--- config.mk ---
export PLATFORM = sky130hd
export DESIGN_NAME = cfg_window_bridge
export DESIGN_NICKNAME = d
export VERILOG_FILES = /design/src/rtl/cfg_window_bridge.sv
export SDC_FILE = /design/constraint.sdc
export NUM_CORES = 1
export LEC_CHECK = 0
export ABC_CLOCK_PERIOD_IN_PS = 3800
export BUFFER_PORTS_ARGS = -buffer_cell sky130_fd_sc_hd__buf_2
export CELL_PAD_IN_SITES_DETAIL_PLACEMENT = 1
export CELL_PAD_IN_SITES_GLOBAL_PLACEMENT = 1
export CORE_UTILIZATION = 34
export DETAILED_ROUTE_END_ITERATION = 8
export PLACE_DENSITY_LB_ADDON = 0.1
export SYNTH_ARGS = -nofsm -noshare
export SYNTH_HDL_FRONTEND = slang
export SYNTH_SLANG_ARGS = --single-unit
export TNS_END_PERCENT = 30
--- constraint.sdc ---
create_clock -name clk -period 3.8 [get_ports clk]
set_input_delay 0.38 -clock clk [delete_from_list [all_inputs] [get_ports clk]]
set_output_delay 0.38 -clock clk [all_outputs]
set_load 0.05 [all_outputs]
--- src/rtl/cfg_window_bridge.sv ---
module cfg_window_bridge #(
  parameter int CFG_LIMIT = 256
) (
  input  logic        clk,
  input  logic        rst_n,
  input  logic        ap_wr,
  input  logic [1:0]  ap_off,
  input  logic [2:0]  ap_len,
  input  logic [31:0] ap_wdata,
  output logic [31:0] ap_rdata,
  input  logic        dp_rd,
  input  logic        dp_wr,
  input  logic [1:0]  dp_off,
  input  logic [2:0]  dp_len,
  input  logic [31:0] dp_wdata,
  output logic        dp_busy,
  output logic        dp_done,
  output logic [31:0] dp_rdata,
  output logic [7:0]  tgt_bus,
  output logic [7:0]  tgt_devfn,
  input  logic        tgt_present,
  input  logic        tgt_powered,
  input  logic        tgt_hotadded,
  input  logic        tgt_fn0_here,
  output logic        rq_valid,
  input  logic        rq_ready,
  output logic        rq_write,
  output logic [7:0]  rq_bus,
  output logic [7:0]  rq_devfn,
  output logic [7:0]  rq_offset,
  output logic [2:0]  rq_len,
  output logic [31:0] rq_wdata,
  input  logic        rs_valid,
  input  logic [31:0] rs_rdata
);
  localparam logic [8:0] LIM = 9'(CFG_LIMIT);

  typedef enum logic [1:0] {S_IDLE, S_REQ, S_RSP} state_t;

  function automatic logic [31:0] lane_mask(input logic [2:0] n);
    case (n)
      3'd1:    lane_mask = 32'h0000_00FF;
      3'd2:    lane_mask = 32'h0000_FFFF;
      3'd3:    lane_mask = 32'h00FF_FFFF;
      default: lane_mask = 32'hFFFF_FFFF;
    endcase
  endfunction

  state_t      state;
  logic [31:0] sel_q;

  wire ap_take = ap_wr && (ap_off == 2'd0) && (ap_len == 3'd4);

  assign ap_rdata  = sel_q;
  assign tgt_bus   = sel_q[23:16];
  assign tgt_devfn = sel_q[15:8];

  wire [7:0] eff_off = sel_q[7:0] | {6'b0, dp_off};
  wire       len_ok  = (dp_len == 3'd1) || (dp_len == 3'd2) || (dp_len == 3'd4);
  wire       in_lim  = {1'b0, eff_off} < LIM;
  wire [8:0] remain  = LIM - {1'b0, eff_off};
  wire [2:0] clip_len = ({6'b0, dp_len} > remain) ? remain[2:0] : dp_len;
  wire       hidden  = (tgt_devfn[2:0] != 3'd0) && tgt_hotadded && !tgt_fn0_here;
  wire       qualify = sel_q[31] && len_ok && in_lim && tgt_present && tgt_powered && !hidden;
  wire       start   = (state == S_IDLE) && (dp_rd || dp_wr);

  assign rq_valid = (state == S_REQ);
  assign dp_busy  = (state != S_IDLE);

  always_ff @(posedge clk or negedge rst_n) begin
    if (!rst_n) sel_q <= '0;
    else if (ap_take) sel_q <= ap_wdata;
  end

  always_ff @(posedge clk or negedge rst_n) begin
    if (!rst_n) begin
      state     <= S_IDLE;
      dp_done   <= 1'b0;
      dp_rdata  <= '1;
      rq_write  <= 1'b0;
      rq_bus    <= '0;
      rq_devfn  <= '0;
      rq_offset <= '0;
      rq_len    <= 3'd1;
      rq_wdata  <= '0;
    end else begin
      dp_done <= 1'b0;
      case (state)
        S_IDLE: if (start) begin
          if (qualify) begin
            state     <= S_REQ;
            rq_write  <= dp_wr;
            rq_bus    <= tgt_bus;
            rq_devfn  <= tgt_devfn;
            rq_offset <= eff_off;
            rq_len    <= clip_len;
            rq_wdata  <= dp_wdata & lane_mask(clip_len);
          end else begin
            dp_done  <= 1'b1;
            dp_rdata <= '1;
          end
        end
        S_REQ: if (rq_ready) state <= S_RSP;
        S_RSP: if (rs_valid) begin
          state    <= S_IDLE;
          dp_done  <= 1'b1;
          dp_rdata <= rs_rdata & lane_mask(rq_len);
        end
        default: state <= S_IDLE;
      endcase
    end
  end
endmodule

==> impl_metrics.csv <==
group,metric,value,unit
clock_tree,h-tree-depth,4,
detailed_routing,antenna_left,0,
min_path,hold_class,"primary input to asynchronous set/reset pin",
sta,layout_setup_ws,0.550,ns
layout,drive_gt1_share,46.9,%
sta,hold_violations,0,
detailed_routing,wl_per_cell,16.0,um
critical_path,path_class,"flop to flop",
floorplan,die_h,130,um
detailed_routing,drt_wl_total,16100,um
detailed_routing,num_vias,4736,
critical_path,crit_path_top_delay_cell,"a22oi_1",
global_route,grt_usage,19.6,%
sta,slew_headroom,29.5,%
detailed_routing,drtPass1Iterations,4,
placed_design,port_buffers,259,
logic_synthesis,syn-cell-area,5570,um^2
global_route,gr-total-overflow,0,
clock_tree,cts_made_buffers,17,
floorplan,dieWidth,130,um
power_and_ir_drop,peakVddDrop,311,uV
logic_synthesis,synth_area_per_cell,10.3,um^2
sta,rsz0062_at_grt,"false",
sta,worst_pin_slew,1.06,ns
flow_run,cap_violations,0,
logic_synthesis,syn_inst,539,
logic_synthesis,yosysMostFrequentCell,"nand2_1",
logic_synthesis,ys_seq_elements,127,
sta,fin_crit,3.25,ns
logic_synthesis,async_flop_share,100,%
logic_synthesis,yosysTopAreaCellShare,42.3,%
clock_tree,cts_num_sinks,127,
critical_path,crit_path_cell_trace,"or4_4 -> xnor2_1 -> ha_1 -> a311oi_1 -> nand4_1 -> a22oi_1 -> o21ai_0",
detailed_routing,drt_iter0_drc,167,
layout,area.growth.synth_to_final,35.8,%
placed_design,numPlacedInstances,971,
critical_path,crit_fanout,8,
layout,post-route-util,47.4,%
clock_tree,clock_latency,0.41,ns
placed_design,place_congestion,0.803,
critical_path,r2r_start,"ap_rdata[1]",
critical_path,endpoint_kind,"flop",
critical_path,cp-start-kind,"flop",
critical_path,cp.required,4.06,ns
critical_path,r2r_slack,0.55,ns
placed_design,hpwl,11700,um
sta,finClkSkew,0.00557,ns
logic_synthesis,synthFlopType,"dfrtp_1",
floorplan,io_pins,260,
global_route,grt_pass1_wl,25100,um
clock_tree,root_buffer,"clkbuf_16",
sta,setup_viol,0,
detailed_routing,remaining_drc_errors,0,
clock_tree,cts_setup_buffers,0,
layout,instances_no_fill,1004,
floorplan,fp.dieArea,16900,um^2
logic_synthesis,synth_area_leaders,"dfrtp_1, dfstp_2, nand2_1",
status,status,"complete, no violations",
logic_synthesis,synth_top_cell_by_area,"dfrtp_1",
placed_design,place_ws,0.424,ns
logic_synthesis,synthDistinctLibCells,40,
logic_synthesis,synth_seq_area_share,57.8,%
global_route,grt_max_degree,76,
floorplan,start_util,34.9,%
critical_path,arrival,3.51,ns
critical_path,r2r_cells,7,
power_and_ir_drop,p_per_area,703,nW/um^2
logic_synthesis,yosys-top-cells-count,"nand2_1, dfrtp_1, inv_1, dfstp_2",
logic_synthesis,yosys_warnings,0,
sta,slew_viol_final,0,
global_route,grt_pass1_vias,4878,
sta,max_freq,0.308,GHz
sta,setup_tns,0,ns
clock_tree,cts_tree,"yes",
sta,fin_crit_sh,85.5,%
layout,final_nets,894,
clock_tree,cts_hold_buf,0,
logic_synthesis,synthesis.nets,659,
clock_tree,post_cts_resized,0,
floorplan,core-area,15900,um^2
logic_synthesis,synth_edf_count,0,
layout,num-fill-cells,1865,
critical_path,cp_slowest_stage_delay,0.66,ns
clock_tree,clock_path_buffers,2,
floorplan,rows,46,
detailed_routing,routed_via_density,4.72,
clock_tree,clkTransAtPathRegs,0.06,ns
global_route,antenna_found_initial,1,
power_and_ir_drop,leakage,0.00430,uW
critical_path,rr_endpoint,"rq_wdata[21]",
==> worst max path at each step <==
stage,startpoint,endpoint,slack (ns),cells after the start
after floorplan,ap_rdata[1],rq_wdata[10],0.86,7
after global placement,dp_off[1],rq_wdata[18],0.64,8
after detailed placement,dp_off[1],rq_wdata[21],0.42,8
after CTS,ap_rdata[1],rq_wdata[21],0.53,7
after global routing,ap_rdata[1],rq_wdata[21],0.23,7
final,ap_rdata[1],rq_wdata[21],0.55,7
==> cells by family after synthesis <==
logic type | count (synthesis) | synth area share [%]
simple gates | 182 | 13.3
flops | 127 | 57.8
buf+inv | 85 | 7.35
compound gates | 74 | 7.96
mux | 64 | 12.2
xor+xnor | 4 | 0.630
fa+ha+maj | 3 | 0.675
==> state kept, by name, summed over array words and instances (netlist names) <==
signal and flops:
ap_rdata 32, rq_write 1, rq_devfn 8, dp_rdata 32, rq_len 3, rq_offset 8, dp_done 1, rq_bus 8
state 2, rq_wdata 32
==> metal layers <==
metal	share of wire [%]	vias to the layer above	GRT usage (%)	wire length, um
met5	0.081	-	0	13
met4	1.8	2	7.52	288
met3	7.0	27	5.99	1120
met2	51	165	34.4	8250
met1	40	2333	22.3	6380
li1	-	2209	-	-
==> cells in the final DEF, fill, tap and decap left out, types with 4 or more instances in the layout <==
cell type,instances
buf_2,258
nand2_1,149
dfrtp_1,94
inv_1,37
dfstp_2,33
mux2_2,32
mux2i_1,32
o21ai_0,29
a21oi_1,26
clkbuf_16,17
nor2_1,13
clkinvlp_4,5
buf_4,5
nand3_1,4
clkinv_2,4
bufinv_16,4
==> worst max-delay path, delay by kind of cell (launching register included) <==
family / cells / cell delay, ns
fa+ha+maj: 1 / 0.33
xor+xnor: 1 / 0.15
compound gates: 3 / 1.39
simple gates: 2 / 0.81
flops: 1 / 0.41
==> final cells by class <==
cell class	count	area, um^2	area share (%)
tap	216	270	3.58
clock buffer	17	425	5.63
sequential	127	3220	42.6
inverter	37	139	1.84
multi-input combinational	327	1960	25.9
clock inverter	15	195	2.58
antenna	1	2.50	0.0331
timing repair buffer	264	1350	17.8
==> metrics by stage <==
step	cell area [um^2]	hold WS [ns]	total power [uW]
2_1_floorplan	5570	0.0844	3190
3_3_place_gp	6930	0.451	3600
5_1_grt	7550	0.155	5560
3_5_place_dp	6930	0.454	3650
4_1_cts	7550	0.133	5390
6_report	7560	0.140	5310
==> where the power goes <==
group	leakage [uW]	internal, uW	total [uW]	switching (uW)
clock network	0.000291	1090	1710	616
logic	0.00242	411	1830	1420
registers	0.00159	1610	1780	162
Power figures use the tool's default switching activity.
